==> src/rtl/csw_pkg.sv <==
package csw_pkg;
  // Source that owns the single data-array port in a cycle
  typedef enum logic [1:0] {
    SRC_IDLE = 2'd0,
    SRC_LOAD = 2'd1,
    SRC_PARK = 2'd2,
    SRC_FILL = 2'd3
  } port_src_e;
endpackage

==> src/rtl/csw_tag_store.sv <==
module csw_tag_store #(
  parameter int INDEX_W = 4,
  parameter int TAG_W   = 10
) (
  input  logic               clk,
  input  logic               rst,
  input  logic [INDEX_W-1:0] lk_idx,
  input  logic [TAG_W-1:0]   lk_tag,
  output logic               lk_hit,
  input  logic               wr_en,
  input  logic [INDEX_W-1:0] wr_idx,
  input  logic [TAG_W-1:0]   wr_tag
);
  localparam int LINES = 1 << INDEX_W;

  logic [LINES-1:0] line_ok;
  logic [TAG_W-1:0] tag_mem [LINES];

  always_ff @(posedge clk) begin
    if (rst) begin
      line_ok <= '0;
    end else if (wr_en) begin
      line_ok[wr_idx] <= 1'b1;
    end
  end

  always_ff @(posedge clk) begin
    if (wr_en) begin
      tag_mem[wr_idx] <= wr_tag;
    end
  end

  assign lk_hit = line_ok[lk_idx] && (tag_mem[lk_idx] == lk_tag);

  // A line only becomes valid through a write
  AST_VALID_ONLY_BY_FILL: assert property (@(posedge clk) disable iff (rst)
    !wr_en |=> ($countones(line_ok) == $countones($past(line_ok))));
endmodule

==> src/rtl/csw_data_ram.sv <==
module csw_data_ram #(
  parameter int DEPTH_W = 4,
  parameter int DATA_W  = 32
) (
  input  logic                  clk,
  input  logic                  en,
  input  logic                  we,
  input  logic [DATA_W/8-1:0]   be,
  input  logic [DEPTH_W-1:0]    addr,
  input  logic [DATA_W-1:0]     wdata,
  output logic [DATA_W-1:0]     rdata
);
  localparam int BYTES = DATA_W / 8;
  localparam int DEPTH = 1 << DEPTH_W;

  logic [DATA_W-1:0] mem [DEPTH];

  always_ff @(posedge clk) begin
    if (en) begin
      for (int b = 0; b < BYTES; b++) begin
        if (we && be[b]) begin
          mem[addr][b*8 +: 8] <= wdata[b*8 +: 8];
        end
      end
      rdata <= mem[addr];
    end
  end
endmodule

==> src/rtl/csw_park_buf.sv <==
module csw_park_buf #(
  parameter int WORD_W = 14,
  parameter int DATA_W = 32
) (
  input  logic                  clk,
  input  logic                  rst,
  input  logic                  cap_en,
  input  logic [WORD_W-1:0]     cap_word,
  input  logic [DATA_W-1:0]     cap_data,
  input  logic [DATA_W/8-1:0]   cap_be,
  input  logic                  drain,
  output logic                  p_valid,
  output logic [WORD_W-1:0]     p_word,
  output logic [DATA_W-1:0]     p_data,
  output logic [DATA_W/8-1:0]   p_be,
  input  logic                  lk_en,
  input  logic [WORD_W-1:0]     lk_word,
  output logic [DATA_W/8-1:0]   byp_mask,
  output logic [DATA_W-1:0]     byp_data
);
  localparam int BYTES = DATA_W / 8;

  always_ff @(posedge clk) begin
    if (rst) begin
      p_valid <= 1'b0;
    end else if (cap_en) begin
      p_valid <= 1'b1;
    end else if (drain) begin
      p_valid <= 1'b0;
    end
  end

  always_ff @(posedge clk) begin
    if (cap_en) begin
      p_word <= cap_word;
      p_data <= cap_data;
      p_be   <= cap_be;
    end
  end

  // Bypass decision taken in the load cycle, used with the array output next cycle
  always_ff @(posedge clk) begin
    if (rst) begin
      byp_mask <= '0;
    end else if (lk_en && p_valid && (p_word == lk_word)) begin
      byp_mask <= p_be;
    end else begin
      byp_mask <= {BYTES{1'b0}};
    end
    byp_data <= p_data;
  end

  AST_PARK_HELD: assert property (@(posedge clk) disable iff (rst)
    (!cap_en && !drain) |=> ($stable(p_word) && $stable(p_data) && $stable(p_valid)));
endmodule

==> src/rtl/csw_store_stage.sv <==
module csw_store_stage #(
  parameter int ADDR_W  = 16,
  parameter int DATA_W  = 32,
  parameter int INDEX_W = 4
) (
  input  logic                  clk,
  input  logic                  rst,
  input  logic                  req_valid,
  input  logic                  req_store,
  input  logic [ADDR_W-1:0]     req_addr,
  input  logic [DATA_W-1:0]     req_wdata,
  input  logic [DATA_W/8-1:0]   req_be,
  output logic                  rsp_valid,
  output logic                  rsp_hit,
  output logic [DATA_W-1:0]     rsp_rdata,
  input  logic                  fill_valid,
  input  logic [ADDR_W-1:0]     fill_addr,
  input  logic [DATA_W-1:0]     fill_data,
  output logic                  fill_ready
);
  import csw_pkg::*;

  localparam int BYTES  = DATA_W / 8;
  localparam int OFF_W  = $clog2(BYTES);
  localparam int WORD_W = ADDR_W - OFF_W;
  localparam int TAG_W  = ADDR_W - INDEX_W - OFF_W;

  logic [WORD_W-1:0]  req_word;
  logic [INDEX_W-1:0] req_idx, fill_idx, park_idx;
  logic [TAG_W-1:0]   req_tag, fill_tag;

  assign req_word = req_addr[ADDR_W-1:OFF_W];
  assign req_idx  = req_addr[OFF_W +: INDEX_W];
  assign req_tag  = req_addr[ADDR_W-1 -: TAG_W];
  assign fill_idx = fill_addr[OFF_W +: INDEX_W];
  assign fill_tag = fill_addr[ADDR_W-1 -: TAG_W];

  logic load_cyc, store_cyc;
  assign load_cyc  = req_valid && !req_store;
  assign store_cyc = req_valid && req_store;

  // Tag lookup
  logic lk_hit, fill_acc;
  csw_tag_store #(.INDEX_W(INDEX_W), .TAG_W(TAG_W)) u_tags (
    .clk    (clk),
    .rst    (rst),
    .lk_idx (req_idx),
    .lk_tag (req_tag),
    .lk_hit (lk_hit),
    .wr_en  (fill_acc),
    .wr_idx (fill_idx),
    .wr_tag (fill_tag)
  );

  // Parked write register
  logic               park_valid;
  logic [WORD_W-1:0]  park_word;
  logic [DATA_W-1:0]  park_data;
  logic [BYTES-1:0]   park_be;
  logic [BYTES-1:0]   byp_mask;
  logic [DATA_W-1:0]  byp_data;
  logic               drain;

  csw_park_buf #(.WORD_W(WORD_W), .DATA_W(DATA_W)) u_park (
    .clk      (clk),
    .rst      (rst),
    .cap_en   (store_cyc && lk_hit),
    .cap_word (req_word),
    .cap_data (req_wdata),
    .cap_be   (req_be),
    .drain    (drain),
    .p_valid  (park_valid),
    .p_word   (park_word),
    .p_data   (park_data),
    .p_be     (park_be),
    .lk_en    (load_cyc),
    .lk_word  (req_word),
    .byp_mask (byp_mask),
    .byp_data (byp_data)
  );

  assign park_idx = park_word[INDEX_W-1:0];

  // Fill admission: CPU requests own the port; a parked write to the
  // same line drains first
  logic fill_hazard;
  assign fill_hazard = park_valid && (park_idx == fill_idx);
  assign fill_ready  = !req_valid && !fill_hazard;
  assign fill_acc    = fill_valid && fill_ready;
  assign drain       = fill_valid && !req_valid && fill_hazard;

  // Single data-array port
  port_src_e          src;
  logic               ram_en, ram_we;
  logic [BYTES-1:0]   ram_be;
  logic [INDEX_W-1:0] ram_addr;
  logic [DATA_W-1:0]  ram_wdata, ram_rdata;

  always_comb begin
    if (load_cyc)                                src = SRC_LOAD;
    else if ((store_cyc && park_valid) || drain) src = SRC_PARK;
    else if (fill_acc)                           src = SRC_FILL;
    else                                         src = SRC_IDLE;
  end

  always_comb begin
    ram_en    = 1'b0;
    ram_we    = 1'b0;
    ram_be    = '0;
    ram_addr  = req_idx;
    ram_wdata = park_data;
    unique case (src)
      SRC_LOAD: begin
        ram_en = 1'b1;
      end
      SRC_PARK: begin
        ram_en   = 1'b1;
        ram_we   = 1'b1;
        ram_be   = park_be;
        ram_addr = park_idx;
      end
      SRC_FILL: begin
        ram_en    = 1'b1;
        ram_we    = 1'b1;
        ram_be    = {BYTES{1'b1}};
        ram_addr  = fill_idx;
        ram_wdata = fill_data;
      end
      default: ;
    endcase
  end

  csw_data_ram #(.DEPTH_W(INDEX_W), .DATA_W(DATA_W)) u_data (
    .clk   (clk),
    .en    (ram_en),
    .we    (ram_we),
    .be    (ram_be),
    .addr  (ram_addr),
    .wdata (ram_wdata),
    .rdata (ram_rdata)
  );

  // Response
  always_ff @(posedge clk) begin
    if (rst) begin
      rsp_valid <= 1'b0;
      rsp_hit   <= 1'b0;
    end else begin
      rsp_valid <= req_valid;
      rsp_hit   <= req_valid && lk_hit;
    end
  end

  for (genvar b = 0; b < BYTES; b++) begin : g_merge
    assign rsp_rdata[b*8 +: 8] = byp_mask[b] ? byp_data[b*8 +: 8] : ram_rdata[b*8 +: 8];
  end

  AST_RSP_AFTER_REQ: assert property (@(posedge clk) disable iff (rst)
    req_valid |=> rsp_valid);
  AST_RSP_QUIET: assert property (@(posedge clk) disable iff (rst)
    !req_valid |=> !rsp_valid);
  AST_NO_WRITE_ON_LOAD: assert property (@(posedge clk) disable iff (rst)
    load_cyc |-> !ram_we);
  AST_FILL_YIELDS: assert property (@(posedge clk) disable iff (rst)
    req_valid |-> !fill_ready);
  AST_NO_STALE_PARK: assert property (@(posedge clk) disable iff (rst)
    drain |=> !park_valid);
endmodule

==> config.mk <==
export PLATFORM = sky130hd
export DESIGN_NAME = csw_store_stage
export DESIGN_NICKNAME = d
export VERILOG_FILES = /design/src/rtl/csw_pkg.sv /design/src/rtl/csw_tag_store.sv /design/src/rtl/csw_data_ram.sv /design/src/rtl/csw_park_buf.sv /design/src/rtl/csw_store_stage.sv
export SDC_FILE = /design/constraint.sdc
export NUM_CORES = 1
export LEC_CHECK = 0
export CAP_MARGIN = 40
export CORE_MARGIN = 2
export CORE_UTILIZATION = 55
export CTS_BUF_LIST = sky130_fd_sc_hd__clkbuf_16
export CTS_CLUSTER_DIAMETER = 40
export DETAILED_ROUTE_END_ITERATION = 10
export GPL_TIMING_DRIVEN = 0
export PLACE_DENSITY = 0.74
export SLEW_MARGIN = 15
export SYNTH_ARGS = -nofsm -noshare
export SYNTH_HDL_FRONTEND = slang
export SYNTH_SLANG_ARGS = --single-unit
export TNS_END_PERCENT = 100
==> constraint.sdc <==
create_clock -name clk -period 3.8 [get_ports clk]
set_input_delay 0.76 -clock clk [delete_from_list [all_inputs] [get_ports clk]]
set_output_delay 0.76 -clock clk [all_outputs]
set_load 0.05 [all_outputs]
==> reports/results.tsv, run 1 <==
metric	value	unit
hold_path_class	flop to flop	
yosysWarnings	0	
drt_iter0_drc	1445	
cts_root_buffer	clkbuf_16	
yosysTopAreaCellShare	69.5	%
post-route-period-util	107	%
ys_types	53	
gp_congestion	0.924	
yosysMostFrequentCell	edfxtp_1	
crit_path_start_kind	primary input	
synth_enable_flop_cells	754	
cts_buffer_depth	3	
initial_core_util	55.4	%
outcome	finished, violations left	
arrival	4.36	ns
cts_tree	done	
hold_path.startpoint	u_park.p_data[6]$_DFFE_PP_	
multi_input_area	8560	um^2
vias	17500	
grt_pass1_wl	110000	um
skew	0.0348	ns
r2r_start	u_park.p_word[3]$_DFFE_PP_	
synthesis.nets	1959	
syn_inst	1854	
n_fill_cell	3834	
core_area	58800	um^2
htreeDepth	3	
cellLeakagePower	0.0145	uW
gr-total-overflow	0	
synth_area	32600	um^2
numCtsBuffers	106	
maxCapViolCount	0	
cp_max_fo	10	
synth_area_leaders	edfxtp_1 (70%), mux2i_1 (15%), dfxtp_1 (3.4%)	
clk_pin_slew_worst_paths	0.06	ns
critPathKind	primary input to flop	
async_flop_share	0	%
crit_start	req_valid	
wire_per_inst	25.1	um
synth-seq-area-share	72.9	%
worstPathRequired	4.11	ns
regArea	23700	um^2
die_w	247	um
area_delta_synth_final	20.7	%
grt_max_degree	28	
fin_ws	-0.255	ns
chipHeight	247	um
dp_hpwl	49300	um
clock-sinks	809	
yosys_most_used_dff	edfxtp_1	
drive_above_1_share	19.5	%
grt_pass1_vias	18100	
io_pins	140	
ys_seq_elements	809	
drc	0	
final_util	66.8	%
violations	setup timing	
preCtsSetupSlack	-1.27	ns
hold_ws	0.371	ns
power_density	548	nW/um^2
yosysTopAreaCell	edfxtp_1	
rsz0062_at_grt	true	
rows	89	
diodes	0	
endpoint_kind	flop	
slew_headroom	41.7	%
hold_viol	0	
antenna_found_initial	2	
syn_area_per_cell	17.6	um^2
max_freq	0.247	GHz
finalCriticalPeriod	4.06	ns
final_antenna_net_count	0	
synthTopCellsByCount	edfxtp_1 (754), mux2i_1 (500), nand2_1 (123)	
insertion_delay	0.68	ns
track_usage	24.7	%
post_drt_via_cell_ratio	5.84	
peakVddDrop	551	uV
drv_slew	0	
nets	2232	
first_pass_iters	7	
finalWirelength	75200	um
setup_viol	187	
portBuffers	133	
dieArea	61200	um^2
worst_slew_pin_slew	0.875	ns
-- through the flow --
stage          power (uW)  TNS, ns  area [um^2]  std cells
3_5_place_dp        11600  -433.74        35200       2784
4_1_cts             21600    -7.27        39100       2988
5_1_grt             22100   -20.85        39300       2992
2_1_floorplan       11100        0        32600       1854
6_report            21500   -19.43        39300       2992
3_3_place_gp        11600  -765.81        34900       2760
-- placed cells by master (no fill, tap or decap), types with 8 or more instances in the layout --
cell type	n
bufinv_16	11
buf_6	21
nand2b_1	8
clkdlybuf4s50_1	133
clkinv_2	10
inv_1	13
clkinvlp_4	16
mux4_2	23
mux2i_1	500
buf_2	33
mux4_1	13
nand3_1	8
clkinv_4	11
clkinv_1	17
edfxtp_1	754
xnor2_1	22
nor2_1	40
inv_6	16
nor2_4	33
mux2_2	40
nand2_1	123
clkbuf_1	19
clkbuf_16	106
buf_4	38
nor2_2	36
dfxtp_1	55
xor2_1	12
-- logic make-up (layout without fill, tap and decap cells) --
| kind of cell | count (synthesis) | after routing | share of synthesized area (%) |
|---|---|---|---|
| mux | 576 | 576 | 19.4 |
| compound gates | 49 | 49 | 1.20 |
| buf+inv | 104 | 469 | 1.91 |
| flops | 809 | 809 | 72.9 |
| xor+xnor | 34 | 34 | 0.915 |
| simple gates | 282 | 282 | 3.65 |
-- worst max-delay path, stage by stage --
cell and delay (ns):
clkdlybuf4s50_1 0.58, and3_1 0.30, nor2_1 0.14, buf_2 0.29
a221oi_1 0.11, buf_2 0.24, buf_4 0.24, buf_2 0.26
nor2_1 0.51, nand2_1 0.42, nor2_2 0.50
-- per-layer routing --
metal	wire length, um	global-route usage [%]	vias to the layer above
li1	-	-	7732
met1	28600	31.0	8767
met2	37500	41.8	789
met3	6410	5.52	190
met4	2640	9.62	4
met5	22	0	-
-- cell type report --
| class | count | area share [%] |
|---|---|---|
| sequential | 809 | 60.4 |
| multi-input combinational | 941 | 21.8 |
| clock buffer | 106 | 6.75 |
| timing repair buffer | 166 | 4.38 |
| clock inverter | 94 | 2.60 |
| tap | 773 | 2.46 |
| buffer | 92 | 1.47 |
| inverter | 10 | 0.108 |
| timing repair inverter | 1 | 0.0191 |
-- final timing paths --
| kind | to | slack, ns | cells past startpoint |
|---|---|---|---|
| setup / recovery | u_data.mem[3][8]$_DFFE_PP_ | -0.26 | 11 |
| hold / removal | u_park.byp_data[6]$_DFF_P_ | 0.37 | 0 |
| setup reg to reg | u_data.mem[13][28]$_DFFE_PP_ | 0.15 | 9 |
| hold reg to reg | u_park.byp_data[6]$_DFF_P_ | 0.37 | 0 |
-- state kept, by name (all words and copies together) (netlist names), 4 cells and up --
signal           flops
u_data.mem         512
u_tags.tag_mem     160
u_data.rdata        32
u_park.byp_data     32
u_park.p_data       32
u_tags.line_ok      16
u_park.p_word       14
u_park.byp_mask      4
u_park.p_be          4
-- report_power, final --
group / internal, uW / switching, uW / leakage (uW)
Combinational: 639 / 1010 / 0.00538
Sequential: 9840 / 21.4 / 0.00738
Clock: 5990 / 4040 / 0.00177
-- what timing repair did --
item / in CTS / in global routing
cloned: 1 / 0
pin swaps: 1 / 0
hold buffers: 0 / 0
resized for setup: 48 / 47
endpoints found under the hold margin: 0 / 0
buffers inserted: 3 / 0
endpoints found under the setup margin: 381 / 436
Note: power is estimated with default switching activity, not from simulation.
==> inputs of run 2 (changes only) <==
--- a/config.mk
+++ b/config.mk
@@ -12,7 +12,7 @@
 export CTS_CLUSTER_DIAMETER = 40
 export DETAILED_ROUTE_END_ITERATION = 10
 export GPL_TIMING_DRIVEN = 0
-export PLACE_DENSITY = 0.74
+export PLACE_DENSITY = 0.76
 export SLEW_MARGIN = 15
 export SYNTH_ARGS = -nofsm -noshare
 export SYNTH_HDL_FRONTEND = slang
==> reports/results.tsv, run 2 (same netlist as run 1, synthesis figures left out) <==
metric	value	unit	change
outcome	finished, violations left		
violations	setup timing		
peakVddDrop	452	uV	-18%
hold_path_class	flop to flop		
crit_path_start_kind	primary input		
dieArea	61200	um^2	unchanged
met2WireLength	36800	um	-1.9%
clk_pin_slew_worst_paths	0.05	ns	about the same
cp.depth	10		-1
cts_root_buffer	clkbuf_16		
largest_reg_flops	512		unchanged
slew_headroom	45.4	%	+3.7 points
initial_core_util	55.4	%	unchanged
ff2ff_setup_slack	0.17	ns	+0.02 ns
path_cells	clkdlybuf4s50_1 -> xnor2_1 -> nand3_1 -> or4_1 -> nand2b_1 -> a222oi_1 -> buf_2 -> nand2b_1 -> buf_2 -> nor2_2		
portBuffers	133		unchanged
finalWirelength	76000	um	+1.2%
max_freq	0.259	GHz	+5.0%
cts_buffer_depth	3		unchanged
cp_max_fo	10		unchanged
setup_viol	61		-67%
area_delta_synth_final	20.5	%	
fin_ws	-0.0616	ns	+0.194 ns
cp_slowest_cell	clkdlybuf4s50_1		
top_regs	u_data.mem (512), u_tags.tag_mem (160)		
largest_register	u_data.mem		
die_w	247	um	unchanged
track_usage	24.9	%	+0.27 points
cpPeakStageDelay	0.67	ns	+0.09 ns
wire_per_inst	25.3	um	+0.86%
endpoint_kind	flop		
post_drt_via_cell_ratio	5.86		+0.30%
core_area	58800	um^2	unchanged
nets	2242		+0.45%
numCtsBuffers	102		-3.8%
gr-total-overflow	0		unchanged
worstPathRequired	4.09	ns	-0.02 ns
crit_start	fill_addr[5]		
power.total	21300	uW	-1.1%
critPathCapture	u_data.mem[14][26]$_DFFE_PP_		
multi_input_area	8500	um^2	-0.72%
first_pass_iters	6		-1
grt_max_degree	28		unchanged
insertion_delay	0.67	ns	about the same
cellLeakagePower	0.0146	uW	+0.45%
maxCapViolCount	0		unchanged
gp_congestion	0.886		-4.2%
critPathTopFamily	simple AND/OR/NAND/NOR gates		
final_antenna_net_count	0		unchanged
io_pins	140		unchanged
skew	0.0399	ns	+0.00510 ns
n_fill_cell	3807		-0.70%
power_density	543	nW/um^2	-0.91%
clock-sinks	809		unchanged
vias	17600		+0.60%
final_util	66.7	%	-0.13 points
maxUsedRoutingLayer	met5		
drv_slew	0		unchanged
rows	89		unchanged
worst_slew_pin_slew	0.815	ns	-0.0599 ns
worstRegToRegCells	9		unchanged
grt_pass1_wl	110000	um	+0.39%
regArea	23700	um^2	unchanged
drive_above_1_share	19.7	%	+0.15 points
dp_hpwl	49600	um	+0.71%
path_buf_inv	3		-2
timing.rr.end	u_data.mem[14][26]$_DFFE_PP_		
m1WireLength	29600	um	+3.4%
critPathKind	primary input to flop		
drt_iter0_drc	1715		+19%
finalCriticalPeriod	3.86	ns	-0.194 ns
layout_common_cells	edfxtp_1 (754), mux2i_1 (500), clkdlybuf4s50_1 (133)		
arrival	4.15	ns	-0.21 ns
grt_pass1_vias	18000		-0.49%
chipHeight	247	um	unchanged
antenna_found_initial	2		unchanged
r2r_start	u_park.p_word[1]$_DFFE_PP_		
post-route-period-util	102	%	-5.1 points
drc	0		unchanged
htreeDepth	3		unchanged
hold_path.startpoint	u_park.p_data[12]$_DFFE_PP_		
cts_tree	done		
final_common_cell	edfxtp_1		
met3WireLength	6790	um	+6.0%
hold_viol	0		unchanged
rsz0062_at_grt	true		
[run 2: final cells by class]
type,count,area share [%]
clock inverters,91,2.39
inverters,10,0.108
repair buffers,181,4.75
flip-flops and latches,809,60.5
clock buffers,103,6.57
multi-input cells,941,21.7
diodes,1,0.00638
plain buffers,91,1.47
repair inverters,1,0.0191
well taps,773,2.47
[run 2: worst min path at each step]
stage                                             end  cells after the start
after CTS                 u_park.byp_data[12]$_DFF_P_                      0
after global placement    u_park.byp_data[28]$_DFF_P_                      0
after global routing      u_park.byp_data[29]$_DFF_P_                      0
after detailed placement   u_park.byp_data[5]$_DFF_P_                      0
after floorplan            u_park.byp_data[0]$_DFF_P_                      0
final                     u_park.byp_data[12]$_DFF_P_                      0
[run 2: repair_timing]
item,4_1_cts,5_1_grt
endpoints found under the hold margin,0,0
hold buffers,0,0
pin swaps,1,2
setup endpoints to repair,425,452
setup buffers,4,2
gates resized for setup,44,38
cloned,1,0
[run 2: worst reg2reg max path, stage by stage, from the launching register on]
cell and delay [ns]:
edfxtp_1 0.47, xnor2_1 0.24, nand3_1 0.18, or4_1 0.53, nand2b_1 0.14, a222oi_1 0.14, buf_2 0.26, nand2b_1 0.43
buf_2 0.37, nor2_2 0.51
[run 2: power breakdown]
| part | internal (uW) | switching [uW] | total (uW) |
|---|---|---|---|
| clock network | 5920 | 3870 | 9790 |
| logic | 643 | 1010 | 1650 |
| registers | 9840 | 20.8 | 9860 |
| total | 16400 | 4900 | 21300 |
[run 2: per-layer routing]
| metal | global-route usage, % | up-vias |
|---|---|---|
| met5 | 0 | - |
| met4 | 9.26 | 2 |
| met3 | 6.49 | 200 |
| met2 | 41.2 | 871 |
| met1 | 31.8 | 8782 |
| li1 | - | 7732 |
[run 2: metrics by stage]
stage	cells	area, um^2	hold slack, ns	setup TNS (ns)	setup slack (ns)
2_1_floorplan	1854	32600	0.348	0	0.245
3_3_place_gp	2760	34900	0.352	-755.58	-2.91
3_5_place_dp	2797	35300	0.357	-604.17	-1.05
4_1_cts	2995	39000	0.370	-3.33	-0.150
5_1_grt	3000	39200	0.377	-5.96	-0.108
6_report	3001	39200	0.368	-1.80	-0.0616
